<file path="src/rtl/irq_sel_pkg.sv">
package irq_sel_pkg;
  localparam logic [1:0] PRIV_USER  = 2'b00;
  localparam logic [1:0] PRIV_SUPER = 2'b01;
  localparam logic [1:0] PRIV_MACH  = 2'b11;

  typedef struct packed {
    logic m_open;
    logic s_open;
  } gate_t;
endpackage

</file>
<file path="src/rtl/irq_gate.sv">
module irq_gate
  import irq_sel_pkg::*;
#(
  parameter int NUM_IRQ = 16
) (
  input  logic [NUM_IRQ-1:0] pend,
  input  logic [NUM_IRQ-1:0] en,
  input  logic [NUM_IRQ-1:0] deleg,
  input  logic [1:0]         priv,
  input  logic               m_ie,
  input  logic               s_ie,
  output logic [NUM_IRQ-1:0] elig
);
  gate_t gate;

  always_comb begin
    gate.m_open = (priv != PRIV_MACH) || m_ie;
    gate.s_open = (priv == PRIV_USER) || ((priv == PRIV_SUPER) && s_ie);
  end

  logic [NUM_IRQ-1:0] cand;
  assign cand = pend & en;

  for (genvar g = 0; g < NUM_IRQ; g++) begin : g_bit
    assign elig[g] = cand[g] & (deleg[g] ? gate.s_open : gate.m_open);
  end
endmodule

</file>
<file path="src/rtl/irq_prio.sv">
module irq_prio #(
  parameter int NUM_IRQ = 16,
  localparam int IDX_W = (NUM_IRQ > 1) ? $clog2(NUM_IRQ) : 1
) (
  input  logic [NUM_IRQ-1:0] req,
  output logic               vld,
  output logic [IDX_W-1:0]   idx
);
  always_comb begin
    vld = |req;
    idx = '0;
    for (int i = NUM_IRQ - 1; i >= 0; i--) begin
      if (req[i]) idx = IDX_W'(i);
    end
  end
endmodule

</file>
<file path="src/rtl/irq_sel.sv">
module irq_sel
  import irq_sel_pkg::*;
#(
  parameter int NUM_IRQ = 16,
  parameter int CAUSE_W = 32,
  parameter bit OUT_REG = 1'b1,
  localparam int IDX_W = (NUM_IRQ > 1) ? $clog2(NUM_IRQ) : 1
) (
  input  logic               clk,
  input  logic               rst,
  input  logic [NUM_IRQ-1:0] irq_pend,
  input  logic [NUM_IRQ-1:0] irq_en,
  input  logic [NUM_IRQ-1:0] irq_deleg,
  input  logic [1:0]         priv_lvl,
  input  logic               m_glob_ie,
  input  logic               s_glob_ie,
  output logic               take_vld,
  output logic [CAUSE_W-1:0] take_cause
);
  logic [NUM_IRQ-1:0] elig;
  logic               win_vld;
  logic [IDX_W-1:0]   win_idx;
  logic [CAUSE_W-1:0] cause_nxt;

  irq_gate #(.NUM_IRQ(NUM_IRQ)) u_gate (
    .pend (irq_pend),
    .en   (irq_en),
    .deleg(irq_deleg),
    .priv (priv_lvl),
    .m_ie (m_glob_ie),
    .s_ie (s_glob_ie),
    .elig (elig)
  );

  irq_prio #(.NUM_IRQ(NUM_IRQ)) u_prio (
    .req(elig),
    .vld(win_vld),
    .idx(win_idx)
  );

  always_comb begin
    cause_nxt = '0;
    if (win_vld) begin
      cause_nxt[CAUSE_W-1] = 1'b1;
      cause_nxt[IDX_W-1:0] = win_idx;
    end
  end

  if (OUT_REG) begin : g_reg
    always_ff @(posedge clk) begin
      if (rst) begin
        take_vld   <= 1'b0;
        take_cause <= '0;
      end else begin
        take_vld   <= win_vld;
        take_cause <= cause_nxt;
      end
    end


    out_lag_chk: assert property (@(posedge clk) disable iff (rst)
      1'b1 |=> (take_vld == $past(win_vld)) && (take_cause == $past(cause_nxt)));
  end else begin : g_comb
    assign take_vld   = win_vld;
    assign take_cause = cause_nxt;
  end


  cand_subset_chk: assert property (@(posedge clk) disable iff (rst)
    (elig & ~(irq_pend & irq_en)) == '0);


  mach_no_deleg_chk: assert property (@(posedge clk) disable iff (rst)
    (priv_lvl == PRIV_MACH) |-> ((elig & irq_deleg) == '0));


  mach_ie_off_chk: assert property (@(posedge clk) disable iff (rst)
    ((priv_lvl == PRIV_MACH) && !m_glob_ie) |-> (elig == '0));


  lowest_win_chk: assert property (@(posedge clk) disable iff (rst)
    win_vld |-> (elig[win_idx] &&
                 ((elig & ((NUM_IRQ'(1) << win_idx) - NUM_IRQ'(1))) == '0)));


  none_idle_chk: assert property (@(posedge clk) disable iff (rst)
    !take_vld |-> (take_cause == '0));


  cause_fmt_chk: assert property (@(posedge clk) disable iff (rst)
    take_vld |-> (take_cause[CAUSE_W-1] &&
                  (take_cause[CAUSE_W-2:IDX_W] == '0)));
endmodule

</file>
<file path="config.mk">
export PLATFORM = sky130hd
export DESIGN_NAME = irq_sel
export DESIGN_NICKNAME = d
export VERILOG_FILES = /design/src/rtl/irq_sel_pkg.sv /design/src/rtl/irq_gate.sv /design/src/rtl/irq_prio.sv /design/src/rtl/irq_sel.sv
export SDC_FILE = /design/constraint.sdc
export NUM_CORES = 1
export LEC_CHECK = 0
export ABC_AREA = 1
export BUFFER_PORTS_ARGS = -buffer_cell sky130_fd_sc_hd__buf_2
export CAP_MARGIN = 20
export CORE_MARGIN = 5
export CORE_UTILIZATION = 30
export DETAILED_ROUTE_END_ITERATION = 8
export GPL_TIMING_DRIVEN = 0
export PLACE_DENSITY = 0.67
export SYNTH_ARGS = -nofsm -noshare
export SYNTH_HDL_FRONTEND = slang
export SYNTH_HIERARCHICAL = 1
export SYNTH_SLANG_ARGS = --single-unit
</file>
<file path="constraint.sdc">
create_clock -name clk -period 3.67 [get_ports clk]
set_input_delay 0.734 -clock clk [delete_from_list [all_inputs] [get_ports clk]]
set_output_delay 0.734 -clock clk [all_outputs]
set_load 0.02 [all_outputs]
</file>
==> summary.md, run 1 <==
| Metric | Value |
|---|---|
| Outcome | complete, no violations |
| Fmax achieved | 479 MHz |
| Clock Tree Root | clkbuf_4 |
| Comb pwr share | 57.5% |
| Xor and xnor area share after synthesis | 0% |
| Die area | 0.00452 mm² |
| Overall power | 0.292 mW |
| Compound-Gate Fraction of Synth Area | 13.9% |
| H-tree Lvls | 1 |
| Post-Synth Adder-Cell Area | 0% |
| Post-synthesis simple-gate area fraction | 35.1% |
| Final WL | 2.43 mm |
| Post-cts gate resize count | 0 |
| Sequential element share of the synthesized area | 10.2% |
| GRT overflow | 0 |
| Diodes inserted | 0 |
| Yosys top cell area share | 22.1% |
| Number of routed nets with antenna violations | 0 |
| PwrDens | 201 mW/mm² |
| Post-synth design cell area | 983 µm² |
| Initial antenna violation count | 0 |
| Clock share of power | 21.6% |
| Final Max Tran Viols | 0 |
| Clock Sinks | 5 |
| Hold Path Class | in -> reg |
| Power Internal | 0.174 mW |
| Leak Pwr | 0.984 nW |
| Starting DRT DRC Count | 23 |
| Port bufs | 59 |
| IO Pins | 87 |
| Max Cap Violations | 0 |
| Gp weighted congestion | 0.757 |
| Routed vias/inst | 3.62 |
| Largest net degree at the start of global routing | 11 |
| Setup Viol. Count Final | 0 |
| Setup Crit Path Kind | in -> reg |
| Maximum fanout along the worst path | 10 |
| Maximum vdd ir drop | 0.0000825 V |
| Mux contribution to synthesized area | 0% |
| Beginning of the critical path | s_glob_ie |
| Syn Area/Cell | 5.37 µm² |
| Vias in the first global route | 1,063 |
| CTS tree | yes |
| Synth-to-Final Area Change | 48.2% |
| Worst path arrival time | 2.22 ns |
| Critical Path End Type | flop |
| Max FFs per register | 5 |
| Setup bufs post-CTS | 0 |
| WP data required | 3.80 ns |
| Dpl cells | 312 |
| RSZ-0062 raised after global routing | no |
| Synth Register Bits | 5 |
| Hpwl dp | 2.21 mm |
| Top reg by flops | take_cause |
| # DRC | 0 |
| Endpoints failing hold | 0 |
| Die width | 67.3 µm |
| Layout fillers | 373 |
| Psw | 0.118 mW |
| Nets | 327 |
| Synth area leaders | buf_4 (22%), nand2_1 (20%), inv_1 (15%) |
| CTS Buf Count | 3 |
| Critical path endpoint | take_cause[31] |
| Cell taking the most area after synthesis | buf_4 |
| Sw Share | 40.5% |
| Warnings, synthesis | 6 |
| Tcrit/Tclk final | 56.9% |
| GR Util All Layers | 10.5% |
| CP startpoint kind | input port |
| Post-CTS Hold Buffers | 0 |
| Seq pwr share | 20.8% |
| First-pass GRT wire length | 3.78 mm |
| # rows | 20 |
| Post-route minimum period | 2.09 ns |
| Clock Tree Buf Depth | 2 |
| WL per Instance | 7.68 µm |
| Regs by FF count | take_cause: 5 flops |
| Drt pass-1 iters | 4 |
| Total core area | 0.00310 mm² |
| Fraction of layout cells with a size suffix above 1 | 42.3% |
| Initial core utilization | 31.7% |
| Vias | 1,143 |
| Synth cell types | 18 |
| Die Ht | 67.3 µm |
| TNS Setup | 0 ns |
| Synthesized instance count | 183 |
| Layout Cells excl Fill | 316 |
| Hold WS | 0.786 ns |
| Clock-pin transition on the worst setup and hold timing paths | 0.04 ns |
| Largest family of logic cells by synthesized area | buffers and inverters |
| Util after Layout | 47.0% |
final cells by class:
class	instances	area, µm²	share of cell area [%]
multi-input combinational	129	583	40.0
timing repair buffer	59	295	20.3
buffer	30	229	15.7
inverter	45	169	11.6
sequential	5	100	6.87
tap	44	55.1	3.78
clock buffer	4	26.3	1.80
stage by stage:
| step | cell area [µm²] | setup slack (ns) |
|---|---|---|
| after global placement | 1430 | 1.37 |
| after CTS | 1460 | 1.60 |
| final | 1460 | 1.58 |
| after detailed placement | 1430 | 1.34 |
| after global routing | 1460 | 1.41 |
| after floorplan | 1080 | 1.63 |
critical path, stage by stage:
cell and delay, ns:
buf_2 0.09, inv_1 0.05, nand2_2 0.10, nand2_2 0.09, buf_6 0.17, a21oi_2 0.07, or2_1 0.26, nor4_1 0.34
nand2_1 0.11, nand2_2 0.13, inv_1 0.05
metal layers:
metal  global-route usage (%)  up-vias  part of all wire (%)
met1                     12.0      443                    41
li1                         -      658                     -
met4                     3.04        0                  0.74
met2                     19.8       40                    51
met3                     1.66        2                   7.3
met5                        0        -                     0
synth_stat cells:
library cell,count
dfxtp_1,5
a21oi_2,11
or2_1,1
buf_6,1
nor2_1,14
nor4_1,1
conb_1,1
inv_2,7
buf_4,29
nand3_2,1
nand4_1,1
inv_1,38
nor2_2,1
nand2_2,3
nand3_1,5
a21oi_1,8
nand2_1,53
nor3_1,3
power groups by stage:
stage | Sequential (mW) | Clock, mW | Combinational, mW
2_1_floorplan | 0.0691 | 0 | 0.117
3_3_place_gp | 0.0619 | 0 | 0.166
3_5_place_dp | 0.0620 | 0 | 0.168
4_1_cts | 0.0611 | 0.0658 | 0.168
5_1_grt | 0.0617 | 0.0668 | 0.188
6_report | 0.0609 | 0.0633 | 0.168
layout by cell type, fill, tap and decap left out, types with 3 or more instances in the layout:
cell type  count
nand2_2        3
clkbuf_4       3
inv_2          7
nand2_1       53
a21oi_1        8
nor2_1        14
a21oi_2       11
buf_2         59
nor3_1         3
inv_1         38
dfxtp_1        5
conb_1        27
nand3_1        5
buf_4         29
worst min-delay path by stage:
stage | start | depth (start not counted) | endpoint
3_5_place_dp | rst | 4 | take_cause[0]
5_1_grt | rst | 4 | take_cause[1]
2_1_floorplan | rst | 3 | take_cause[31]
4_1_cts | rst | 4 | take_cause[1]
6_report | rst | 4 | take_cause[0]
3_3_place_gp | rst | 4 | take_cause[1]
kinds of logic after synthesis:
logic type,after synthesis
simple gates,83
buf+inv,75
flops,5
other cells,1
compound gates,19
Power figures use the tool's default switching activity.
==> run 2, diff against run 1 <==
Settings changed: ABC_AREA 1 to 0, PLACE_DENSITY 0.67 to 0.7.
Clock period 3.67 ns to 2.1 ns, I/O delays scaled along.
==> summary.md, run 2 <==
| Metric | Value |
|---|---|
| Post-synth design cell area | 871 µm² (-11%) |
| Post-Synth Adder-Cell Area | 0% (unchanged) |
| Maximum fanout along the worst path | 10 (unchanged) |
| Diodes inserted | 0 (unchanged) |
| Syn Area/Cell | 6.91 µm² (+29%) |
| Leak Pwr | 0.773 nW (-21%) |
| CTS Buf Count | 3 (unchanged) |
| Final Cell Area | 0.00133 mm² (-8.8%) |
| Number of routed nets with antenna violations | 0 (unchanged) |
| Top cells by count, synth | buf_4 (28), nand2_1 (21), nand2b_1 (12), nor2_1 (12), a21oi_2 (10) |
| Compound-Gate Fraction of Synth Area | 23.7% (+9.8 points) |
| Post-route minimum period | 1.88 ns |
| Post-synthesis simple-gate area fraction | 35.9% (+0.81 points) |
| CP startpoint kind | input port |
| Final WL | 2.20 mm (-9.2%) |
| Post-cts gate resize count | 0 (unchanged) |
| RSZ-0062 raised after global routing | no |
| Area of placed instances | 0.00130 mm² (-9.0%) |
| Maximum vdd ir drop | 0.000271 V (+230%) |
| Largest family of logic cells by synthesized area | simple AND/OR/NAND/NOR gates |
| Die width | 63.9 µm (-5.0%) |
| Outcome | complete, no violations |
| Worst path arrival time | 2.01 ns (-0.21 ns) |
| IO Pins | 87 (unchanged) |
| Final Max Tran Viols | 0 (unchanged) |
| First-pass GRT wire length | 3.62 mm (-4.4%) |
| Clock Tree Buf Depth | 2 (unchanged) |
| Tcrit/Tclk final | 89.6% |
| Clock Sinks | 5 (unchanged) |
| Total core area | 0.00276 mm² (-11%) |
| Setup Viol. Count Final | 0 (unchanged) |
| GRT overflow | 0 (unchanged) |
| Endpoints failing hold | 0 (unchanged) |
| Top_reg_cell synth | dfxtp_1 |
| Vias in the first global route | 936 (-12%) |
| Most frequent cells in the layout | buf_2 (59), buf_4 (28), conb_1 (27) |
| Ys async rst share | 0% (unchanged) |
| Most common cell in the synthesized netlist | buf_4 |
| Synth Register Bits | 5 (unchanged) |
| GR Util All Layers | 10.3% (-0.15 points) |
| Xor and xnor area share after synthesis | 0% (unchanged) |
| WL per Instance | 8.96 µm (+17%) |
| H-tree Lvls | 1 (unchanged) |
| # DRC | 0 (unchanged) |
| Port bufs | 59 (unchanged) |
| Util after Layout | 48.2% (+1.2 points) |
| Starting DRT DRC Count | 11 (-52%) |
| Nets | 270 (-17%) |
| Warnings, synthesis | 6 (unchanged) |
| Max Cap Violations | 0 (unchanged) |
| Slew @ Worst Pin | 0.507 ns |
| Hpwl dp | 2.07 mm (-6.6%) |
| WP data required | 2.23 ns (-1.57 ns) |
| Layout fillers | 300 (-20%) |
| Clock Tree Root | clkbuf_4 |
| Synth-to-Final Area Change | 52.6% |
| Setup Crit Path Kind | in -> reg |
| Fraction of layout cells with a size suffix above 1 | 49.3% (+7.0 points) |
| Mux contribution to synthesized area | 0% (unchanged) |
| EDFF count, synth | 0 (unchanged) |
| CTS tree | yes |
| Top reg by flops | take_cause |
| # rows | 19 (-5.0%) |
| Sequential element share of the synthesized area | 11.5% (+1.3 points) |
| Die Ht | 63.9 µm (-5.0%) |
| Die area | 0.00408 mm² (-9.8%) |
| Yosys top cell area share | 24.1% (+2.0 points) |
| Vias | 992 (-13%) |
| Initial core utilization | 31.6% (-0.11 points) |
| Worst Hold Depth | 2 (-2) |
| Largest net degree at the start of global routing | 11 (unchanged) |
| Routed vias/inst | 4.03 (+11%) |
| Setup bufs post-CTS | 0 (unchanged) |
| PwrDens | 366 mW/mm² (+82%) |
| Synthesized instance count | 126 (-31%) |
| Max FFs per register | 5 (unchanged) |
| Cell taking the most area after synthesis | buf_4 |
| Post-CTS Hold Buffers | 0 (unchanged) |
| Drt pass-1 iters | 3 (-1) |
| Hold Path Class | in -> reg |
| Commonest non-fill, non-tap cell in the layout | buf_2 |
| Regs by FF count | take_cause: 5 flops |
| Gp weighted congestion | 0.744 (-1.8%) |
| Critical Path End Type | flop |
| Initial antenna violation count | 0 (unchanged) |
| Overall power | 0.486 mW (+66%) |
| Fmax achieved | 532 MHz |
| Synth cell types | 27 (+9) |
| Synth area leaders | buf_4 (24%), dfxtp_1 (11%), a21oi_2 (10%) |
| Clock-pin transition on the worst setup and hold timing paths | 0.04 ns (about the same) |
| Slew headroom | 66.0% |
[run 2: changes by cell type in the layout (fill, tap and decap cells not counted), moves of 3 or more]
cell,previous run,this run
a21oi_1,8,4
nand2b_1,0,12
nand2_2,3,0
a211oi_1,0,5
inv_2,7,0
nand3_1,5,2
inv_1,38,4
nand2_1,53,21
and3b_1,0,4
[run 2: final cells by class]
cell class	instances	area (µm²)	area share (%)
Timing Repair Buffer	59	295	22.2
Buffer	30	233	17.5
Clock buffer	4	26.3	1.98
Multi-Input combinational cell	113	621	46.7
Sequential cell	5	100	7.53
Inverter	4	15.0	1.13
Tap cell	31	38.8	2.92
[run 2: power breakdown]
group	total, mW	internal (mW)	leakage [nW]	switching, mW
clock network	0.107	0.0716	0.0150	0.0352
registers	0.107	0.105	0.0414	0.00184
logic	0.273	0.129	0.716	0.144
total	0.486	0.305	0.773	0.181
[run 2: logic make-up after synthesis]
logic type	Yosys count
AO/OA/AOI/OAI	27
buffers and inverters	34
flip-flops	5
other	1
AND/OR/NAND/NOR	59
[run 2: critical path, stage by stage]
cell      delay (ns)
buf_2           0.09
nand3b_4        0.18
buf_6           0.16
nand2b_1        0.08
a21oi_2         0.08
nor4_2          0.31
nand3_1         0.13
or3_1           0.37
and3b_1         0.18
[run 2: metal layers]
| metal | GRT usage [%] | up-vias | part of all wire [%] | wire length, µm |
|---|---|---|---|---|
| met5 | 0 | - | 0 | 0 |
| met4 | 3.12 | 0 | 0 | 0 |
| met3 | 2.45 | 0 | 8.9 | 196 |
| met2 | 18.6 | 36 | 55 | 1210 |
| met1 | 11.9 | 407 | 36 | 800 |
| li1 | - | 549 | - | - |
[run 2: per-stage QoR]
step           setup TNS (ns)  hold WS, ns  setup WS, ns  std cells
6_report                    0        0.381         0.219        246
5_1_grt                     0        0.385        0.0720        246
4_1_cts                     0        0.373         0.195        246
3_5_place_dp           -0.232        0.628       -0.0562        242
3_3_place_gp          -0.0850        0.626       -0.0224        242
2_1_floorplan               0        0.492         0.208        152
[run 2: worst paths after layout]
check                 slack [ns]             end       from
worst max-delay path        0.22   take_cause[2]  m_glob_ie
worst min-delay path        0.38  take_cause[31]        rst
